`config.mk`:
```
export PLATFORM = sky130hd
export DESIGN_NAME = dcw_chain_walker
export DESIGN_NICKNAME = d
export VERILOG_FILES = /design/src/rtl/dcw_pkg.sv /design/src/rtl/dcw_desc_capture.sv /design/src/rtl/dcw_ctrl.sv /design/src/rtl/dcw_chain_walker.sv
export SDC_FILE = /design/constraint.sdc
export NUM_CORES = 1
export LEC_CHECK = 0
export ABC_AREA = 1
export BUFFER_PORTS_ARGS = -buffer_cell sky130_fd_sc_hd__buf_2
export CAP_MARGIN = 20
export CORE_MARGIN = 1
export CORE_UTILIZATION = 59
export CTS_BUF_LIST = sky130_fd_sc_hd__clkbuf_2 sky130_fd_sc_hd__clkbuf_4 sky130_fd_sc_hd__clkbuf_8
export DETAILED_ROUTE_END_ITERATION = 6
export GPL_ROUTABILITY_DRIVEN = 0
export HOLD_SLACK_MARGIN = 0.08
export PLACE_DENSITY = 0.95
export SYNTH_ARGS = -nofsm -noshare
export SYNTH_HDL_FRONTEND = slang
export SYNTH_SLANG_ARGS = --single-unit
```
`constraint.sdc`:
```
create_clock -name clk -period 4.5 [get_ports clk]
set_input_delay 0.225 -clock clk [delete_from_list [all_inputs] [get_ports clk]]
set_output_delay 0.225 -clock clk [all_outputs]
set_load 0.01 [all_outputs]
```
`src/rtl/dcw_pkg.sv`:
```
package dcw_pkg;
  localparam int WORD_W     = 32;
  localparam int DESC_WORDS = 4;
  localparam int IDX_W      = $clog2(DESC_WORDS);
  localparam int ALIGN_BITS = 3;
  localparam int BYTE_SHIFT = 3;

  // control byte bit positions
  localparam int CTL_ORDERED = 4;
  localparam int CTL_WRITE   = 5;
  localparam int CTL_LAST    = 7;
  localparam int MODE_LSB    = 8;

  // word slots inside a descriptor
  localparam logic [IDX_W-1:0] SLOT_BUF  = IDX_W'(0);
  localparam logic [IDX_W-1:0] SLOT_LEN  = IDX_W'(1);
  localparam logic [IDX_W-1:0] SLOT_CTL  = IDX_W'(2);
  localparam logic [IDX_W-1:0] SLOT_LINK = IDX_W'(3);

  function automatic logic ptr_misaligned(input logic [WORD_W-1:0] p);
    return |p[ALIGN_BITS-1:0];
  endfunction

  function automatic logic [WORD_W+BYTE_SHIFT-1:0] units_to_bytes(input logic [WORD_W-1:0] u);
    return {u, {BYTE_SHIFT{1'b0}}};
  endfunction

  function automatic logic [WORD_W-1:0] slot_offset(input logic [IDX_W-1:0] idx);
    return WORD_W'(idx) << 2;
  endfunction
endpackage

```
`src/rtl/dcw_desc_capture.sv`:
```
module dcw_desc_capture
  import dcw_pkg::*;
#(
  parameter int MODE_W = 4
) (
  input  logic              clk,
  input  logic              rst_n,
  input  logic              cap_en,
  input  logic [IDX_W-1:0]  cap_idx,
  input  logic [WORD_W-1:0] cap_word,
  output logic [WORD_W-1:0] buf_addr,
  output logic [WORD_W-1:0] len_units,
  output logic              ctl_ordered,
  output logic              ctl_write,
  output logic              ctl_last,
  output logic [MODE_W-1:0] seg_mode,
  output logic [WORD_W-1:0] link_ptr
);
  always_ff @(posedge clk) begin
    if (!rst_n) begin
      buf_addr    <= '0;
      len_units   <= '0;
      ctl_ordered <= 1'b0;
      ctl_write   <= 1'b0;
      ctl_last    <= 1'b0;
      seg_mode    <= '0;
      link_ptr    <= '0;
    end else if (cap_en) begin
      case (cap_idx)
        SLOT_BUF: buf_addr  <= cap_word;
        SLOT_LEN: len_units <= cap_word;
        SLOT_CTL: begin
          ctl_ordered <= cap_word[CTL_ORDERED];
          ctl_write   <= cap_word[CTL_WRITE];
          ctl_last    <= cap_word[CTL_LAST];
          seg_mode    <= cap_word[MODE_LSB +: MODE_W];
        end
        default:  link_ptr  <= cap_word;
      endcase
    end
  end
endmodule

```
`src/rtl/dcw_ctrl.sv`:
```
module dcw_ctrl
  import dcw_pkg::*;
(
  input  logic              clk,
  input  logic              rst_n,
  input  logic              go,
  input  logic [WORD_W-1:0] start_ptr,
  input  logic              mem_rd_valid,
  input  logic              seg_empty,
  input  logic              seg_last,
  input  logic [WORD_W-1:0] link_ptr,
  input  logic              xfer_done,
  output logic              mem_rd_en,
  output logic [WORD_W-1:0] mem_rd_addr,
  output logic              cap_en,
  output logic [IDX_W-1:0]  cap_idx,
  output logic              xfer_valid,
  output logic              busy,
  output logic              walk_done,
  output logic              walk_err,
  output logic              ev_skip
);
  typedef enum logic [2:0] {S_IDLE, S_RD, S_WAIT, S_EVAL, S_XFER, S_NEXT} st_t;
  localparam logic [IDX_W-1:0] LAST_IDX = IDX_W'(DESC_WORDS - 1);

  st_t               state_q;
  logic [WORD_W-1:0] ptr_q;
  logic [IDX_W-1:0]  widx_q;
  logic              done_q, err_q;

  assign mem_rd_en   = (state_q == S_RD);
  assign mem_rd_addr = ptr_q + slot_offset(widx_q);
  assign cap_en      = (state_q == S_WAIT) && mem_rd_valid;
  assign cap_idx     = widx_q;
  assign xfer_valid  = (state_q == S_XFER);
  assign busy        = (state_q != S_IDLE);
  assign walk_done   = done_q;
  assign walk_err    = err_q;
  assign ev_skip     = (state_q == S_EVAL) && seg_empty;

  always_ff @(posedge clk) begin
    if (!rst_n) begin
      state_q <= S_IDLE;
      ptr_q   <= '0;
      widx_q  <= '0;
      done_q  <= 1'b0;
      err_q   <= 1'b0;
    end else begin
      done_q <= 1'b0;
      err_q  <= 1'b0;
      case (state_q)
        S_IDLE: if (go) begin
          if (ptr_misaligned(start_ptr)) begin
            err_q <= 1'b1;
          end else begin
            ptr_q   <= start_ptr;
            widx_q  <= '0;
            state_q <= S_RD;
          end
        end
        S_RD:   state_q <= S_WAIT;
        S_WAIT: if (mem_rd_valid) begin
          if (widx_q == LAST_IDX) begin
            state_q <= S_EVAL;
          end else begin
            widx_q  <= widx_q + IDX_W'(1);
            state_q <= S_RD;
          end
        end
        S_EVAL: state_q <= seg_empty ? S_NEXT : S_XFER;
        S_XFER: if (xfer_done) state_q <= S_NEXT;
        S_NEXT: begin
          if (seg_last) begin
            done_q  <= 1'b1;
            state_q <= S_IDLE;
          end else if (ptr_misaligned(link_ptr)) begin
            err_q   <= 1'b1;
            state_q <= S_IDLE;
          end else begin
            ptr_q   <= link_ptr;
            widx_q  <= '0;
            state_q <= S_RD;
          end
        end
        default: state_q <= S_IDLE;
      endcase
    end
  end
endmodule

```
`src/rtl/dcw_chain_walker.sv`:
```
module dcw_chain_walker
  import dcw_pkg::*;
#(
  parameter int MODE_W = 4
) (
  input  logic                         clk,
  input  logic                         rst_n,
  input  logic                         go,
  input  logic [WORD_W-1:0]            start_ptr,
  output logic                         busy,
  output logic                         walk_done,
  output logic                         walk_err,
  output logic                         mem_rd_en,
  output logic [WORD_W-1:0]            mem_rd_addr,
  input  logic                         mem_rd_valid,
  input  logic [WORD_W-1:0]            mem_rd_data,
  output logic                         xfer_valid,
  output logic [WORD_W-1:0]            xfer_addr,
  output logic [WORD_W+BYTE_SHIFT-1:0] xfer_bytes,
  output logic                         xfer_write,
  output logic                         xfer_ordered,
  output logic [MODE_W-1:0]            xfer_mode,
  input  logic                         xfer_done
);
  logic              cap_en;
  logic [IDX_W-1:0]  cap_idx;
  logic [WORD_W-1:0] len_units;
  logic [WORD_W-1:0] link_ptr;
  logic              ctl_last;
  logic              seg_empty;
  logic              seg_skip;

  dcw_desc_capture #(.MODE_W(MODE_W)) cap_i (
    .clk         (clk),
    .rst_n       (rst_n),
    .cap_en      (cap_en),
    .cap_idx     (cap_idx),
    .cap_word    (mem_rd_data),
    .buf_addr    (xfer_addr),
    .len_units   (len_units),
    .ctl_ordered (xfer_ordered),
    .ctl_write   (xfer_write),
    .ctl_last    (ctl_last),
    .seg_mode    (xfer_mode),
    .link_ptr    (link_ptr)
  );

  assign seg_empty  = (len_units == '0);
  assign xfer_bytes = units_to_bytes(len_units);

  dcw_ctrl ctrl_i (
    .clk          (clk),
    .rst_n        (rst_n),
    .go           (go),
    .start_ptr    (start_ptr),
    .mem_rd_valid (mem_rd_valid),
    .seg_empty    (seg_empty),
    .seg_last     (ctl_last),
    .link_ptr     (link_ptr),
    .xfer_done    (xfer_done),
    .mem_rd_en    (mem_rd_en),
    .mem_rd_addr  (mem_rd_addr),
    .cap_en       (cap_en),
    .cap_idx      (cap_idx),
    .xfer_valid   (xfer_valid),
    .busy         (busy),
    .walk_done    (walk_done),
    .walk_err     (walk_err),
    .ev_skip      (seg_skip)
  );
endmodule

```
==> load_flow_metrics.sql <==
INSERT INTO impl_metrics (metric_group, metric, value, unit) VALUES
('outcome', 'outcome', 'finished clean', ''),
('global_routing', 'overall_global_routing_usage', '32.53', '%'),
('cells_and_area', 'layout.cell_area.non_filler', '7946', 'um^2'),
('logic_synthesis', 'synth-edff-count', '0', ''),
('cts', 'clock_net_sink_count', '142', ''),
('logic_synthesis', 'yosys-top-cells-area', 'sky130_fd_sc_hd__dfxtp_1 43%, sky130_fd_sc_hd__nand2_1 13%, sky130_fd_sc_hd__a21oi_1 8.4%, sky130_fd_sc_hd__nor2_1 6.5%, sky130_fd_sc_hd__inv_1 6.0%', ''),
('cts', 'clock_tree.htree_level_count', '4', ''),
('cells_and_area', 'layout_common_cells', '223 x sky130_fd_sc_hd__nand2_1, 175 x sky130_fd_sc_hd__buf_2, 142 x sky130_fd_sc_hd__dfxtp_1, 115 x sky130_fd_sc_hd__nor2_1, 111 x sky130_fd_sc_hd__a21oi_1', ''),
('logic_synthesis', 'syn-instance-count', '973', ''),
('worst_hold_path', 'hold_class', 'in -> reg', ''),
('setup_path', 'critical_path.top_delay_family', 'simple AND/OR/NAND/NOR gates', ''),
('placed_design', 'portBuffers', '175', ''),
('timing', 'report.final.slew_viol_count', '0', ''),
('setup_path', 'crit_path_frequent_cell', 'sky130_fd_sc_hd__nand3_1', ''),
('pwr', 'power.density', '342.6', 'nW/um^2'),
('timing', 'fin_tns_setup', '0', 'ns'),
('cells_and_area', 'num_antenna_cells', '0', ''),
('die', 'initial_core_util', '60.69', '%'),
('placed_design', 'placed_area', '7418', 'um^2'),
('run', 'maximum_capacitance_violations', '0', ''),
('logic_synthesis', 'synthFlopType', 'sky130_fd_sc_hd__dfxtp_1', ''),
('logic_synthesis', 'synth-warning-count', '0', ''),
('cts', 'clk_latency', '0.44', 'ns'),
('detailed_routing', 'remaining_drc_errors', '0', ''),
('pwr', 'power.static_leakage', '3.688', 'nW'),
('logic_synthesis', 'ys_ff_latch', '142', ''),
('die', 'die_height', '107.8', 'um'),
('detailed_routing', 'wirelength', '18930', 'um'),
('pwr', 'post-layout-total-power', '2.723', 'mW'),
('global_routing', 'largest_net_degree_at_the_start_of_global_routing', '86', ''),
('setup_path', 'crit_chain', 'ha_1, fa_1, nand2_1, inv_1, nand3_1, nor2_1, nand3_1, xor2_1, buf_2', ''),
('logic_synthesis', 'synth-seq-area-share', '43.02', '%'),
('setup_path', 'cp_num_buf_inv', '2', ''),
('logic_synthesis', 'syn_area', '6608', 'um^2'),
('timing', 'fin_crit_sh', '64.72', '%'),
('die', 'coreArea', '10890', 'um^2'),
('setup_path', 'worstPathArrival', '2.69', 'ns'),
('cells_and_area', 'drive_above_1_share', '19.57', '%'),
('cells_and_area', 'num-nets-final', '1193', ''),
('logic_synthesis', 'async_reset_ff_share', '0', '%'),
('placed_design', 'detailed_place_hpwl', '12990', 'um'),
('timing', 'setup_repair_after_global_routing_missed_its_margin', 'false', ''),
('detailed_routing', 'dr.pass1.iters', '7', ''),
('cells_and_area', 'stdcell_count', '1269', ''),
('pwr', 'vdd.ir_drop.worst', '0.3205', 'mV'),
('setup_path', 'worstSetupPathType', 'reg -> out', ''),
('timing', 'setup-violations-final', '0', ''),
('global_routing', 'antenna_violations_before_repair', '0', ''),
('cts', 'clockRootBuffer', 'sky130_fd_sc_hd__clkbuf_8', ''),
('logic_synthesis', 'netlist.top_cell.by_area', 'sky130_fd_sc_hd__dfxtp_1', ''),
('timing', 'finalCriticalPeriod', '2.913', 'ns'),
('logic_synthesis', 'area_share_of_the_leading_cell_type_in_the_synthesized_netlist', '43.02', '%'),
('detailed_routing', 'routed-via-count', '6917', ''),
('logic_synthesis', 'syn_avg_cell_area', '6.791', 'um^2'),
('setup_path', 'critPathMaxFanout', '5', ''),
('cts', 'cts_resized', '0', ''),
('cells_and_area', 'multiInputGateArea', '3100', 'um^2'),
('cells_and_area', 'mostFrequentLayoutCell', 'sky130_fd_sc_hd__nand2_1', ''),
('detailed_routing', 'wl_per_cell', '14.92', 'um'),
('detailed_routing', 'vias_per_cell', '5.451', ''),
('global_routing', 'via_count_of_the_first_global_routing_pass', '6252', ''),
('setup_path', 'timing.critical_path.slowest_cell_delay', '0.43', 'ns'),
('cts', 'clk_pin_slew', '0.08', 'ns'),
('cells_and_area', 'finish.utilization', '72.98', '%'),
('timing', 'timing.max_slew.rel_slack', '27.94', '%'),
('cells_and_area', 'fill_cells', '867', ''),
('cts', 'clock_path_buffers', '2', ''),
('setup_path', 'worst_ep_required_time', '4.28', 'ns'),
('timing', 'worst_pin_slew', '1.077', 'ns'),
('die', 'die_width', '107.8', 'um'),
('global_routing', 'globalRoute.totalOverflow', '0', '');
final cells by class:
type / count / area share (%)
Clock buffer: 18 / 3.039
Clock inverter: 13 / 2.692
Inverter: 107 / 5.054
Multi-Input combinational cell: 667 / 39.02
Sequential cell: 142 / 35.77
Tap cell: 140 / 2.204
Timing Repair Buffer: 182 / 12.22
timing repair:
item,CTS,global route
setup buffers,0,0
hold buffers,2,0
hold endpoints to repair,2,0
per-stage QoR:
| stage | hold WS (ns) | setup WS, ns |
|---|---|---|
| floorplan | 0.3677 | 2.632 |
| global placement | 0.4265 | 1.710 |
| detailed placement | 0.4351 | 1.536 |
| CTS | 0.08264 | 1.430 |
| global route | 0.09309 | 1.475 |
| finish | 0.08970 | 1.587 |
synth_stat cells, types with 4 or more instances:
master / count
sky130_fd_sc_hd__nand2_1: 223
sky130_fd_sc_hd__dfxtp_1: 142
sky130_fd_sc_hd__nor2_1: 115
sky130_fd_sc_hd__a21oi_1: 111
sky130_fd_sc_hd__inv_1: 106
sky130_fd_sc_hd__nand3_1: 72
sky130_fd_sc_hd__o21ai_0: 62
sky130_fd_sc_hd__clkbuf_1: 28
sky130_fd_sc_hd__buf_2: 24
sky130_fd_sc_hd__xor2_1: 24
sky130_fd_sc_hd__o21ai_1: 20
sky130_fd_sc_hd__nor3_1: 15
sky130_fd_sc_hd__nand4_1: 7
sky130_fd_sc_hd__ha_1: 6
sky130_fd_sc_hd__buf_4: 5
sky130_fd_sc_hd__nand2_2: 4
power breakdown:
part,internal (mW),switching (mW)
clock network,0.667,0.494
logic,0.0918,0.168
registers,1.28,0.0222
total,2.04,0.684
kinds of logic (layout without fill, tap and decap cells):
family                   Yosys count  after routing  share of synthesized area, %
AND/OR/NAND/NOR                  440            440                         27.51
AO/OA/AOI/OAI                    193            193                         14.62
buffers and inverters            166            320                         10.17
flip-flops                       142            142                         43.02
XOR/XNOR                          24             24                         3.181
adder cells (fa/ha/maj)            7              7                         1.439
other                              1              3                       0.05675
path summary, 6_finish.rpt:
| path | from | depth (start not counted) | end | slack, ns |
|---|---|---|---|---|
| worst max-delay path | ctrl_i.cap_idx[0] | 9 | mem_rd_addr[18] | 1.59 |
| worst min-delay path | mem_rd_data[2] | 3 | cap_i.buf_addr[2] | 0.09 |
| worst max register to register | ctrl_i.state_q[2] | 7 | cap_i.len_units[10] | 1.68 |
| worst min register to register | ctrl_i.ptr_q[0] | 2 | ctrl_i.ptr_q[0] | 0.45 |
sequential cells by signal, indices dropped and copies added (netlist names), 2 cells and up:
| signal | flops |
|---|---|
| cap_i.buf_addr | 32 |
| cap_i.len_units | 32 |
| cap_i.link_ptr | 32 |
| cap_i.seg_mode | 4 |
| ctrl_i.cap_idx | 2 |
| ctrl_i.ptr_q | 32 |
| ctrl_i.state_q | 3 |
routing by layer:
layer	up-vias	track usage, %	share of wire (%)
met2	413	53.34	46
li1	3373	-	-
met1	3070	41.73	41
met5	-	0	0
met4	0	13.01	3.0
met3	61	6.659	10
worst min-delay path, cell delays in order:
cell,delay (ns)
sky130_fd_sc_hd__buf_2,0.12
sky130_fd_sc_hd__nand3_1,0.07
sky130_fd_sc_hd__a21oi_1,0.06
Note: power is estimated with default switching activity, not from simulation.
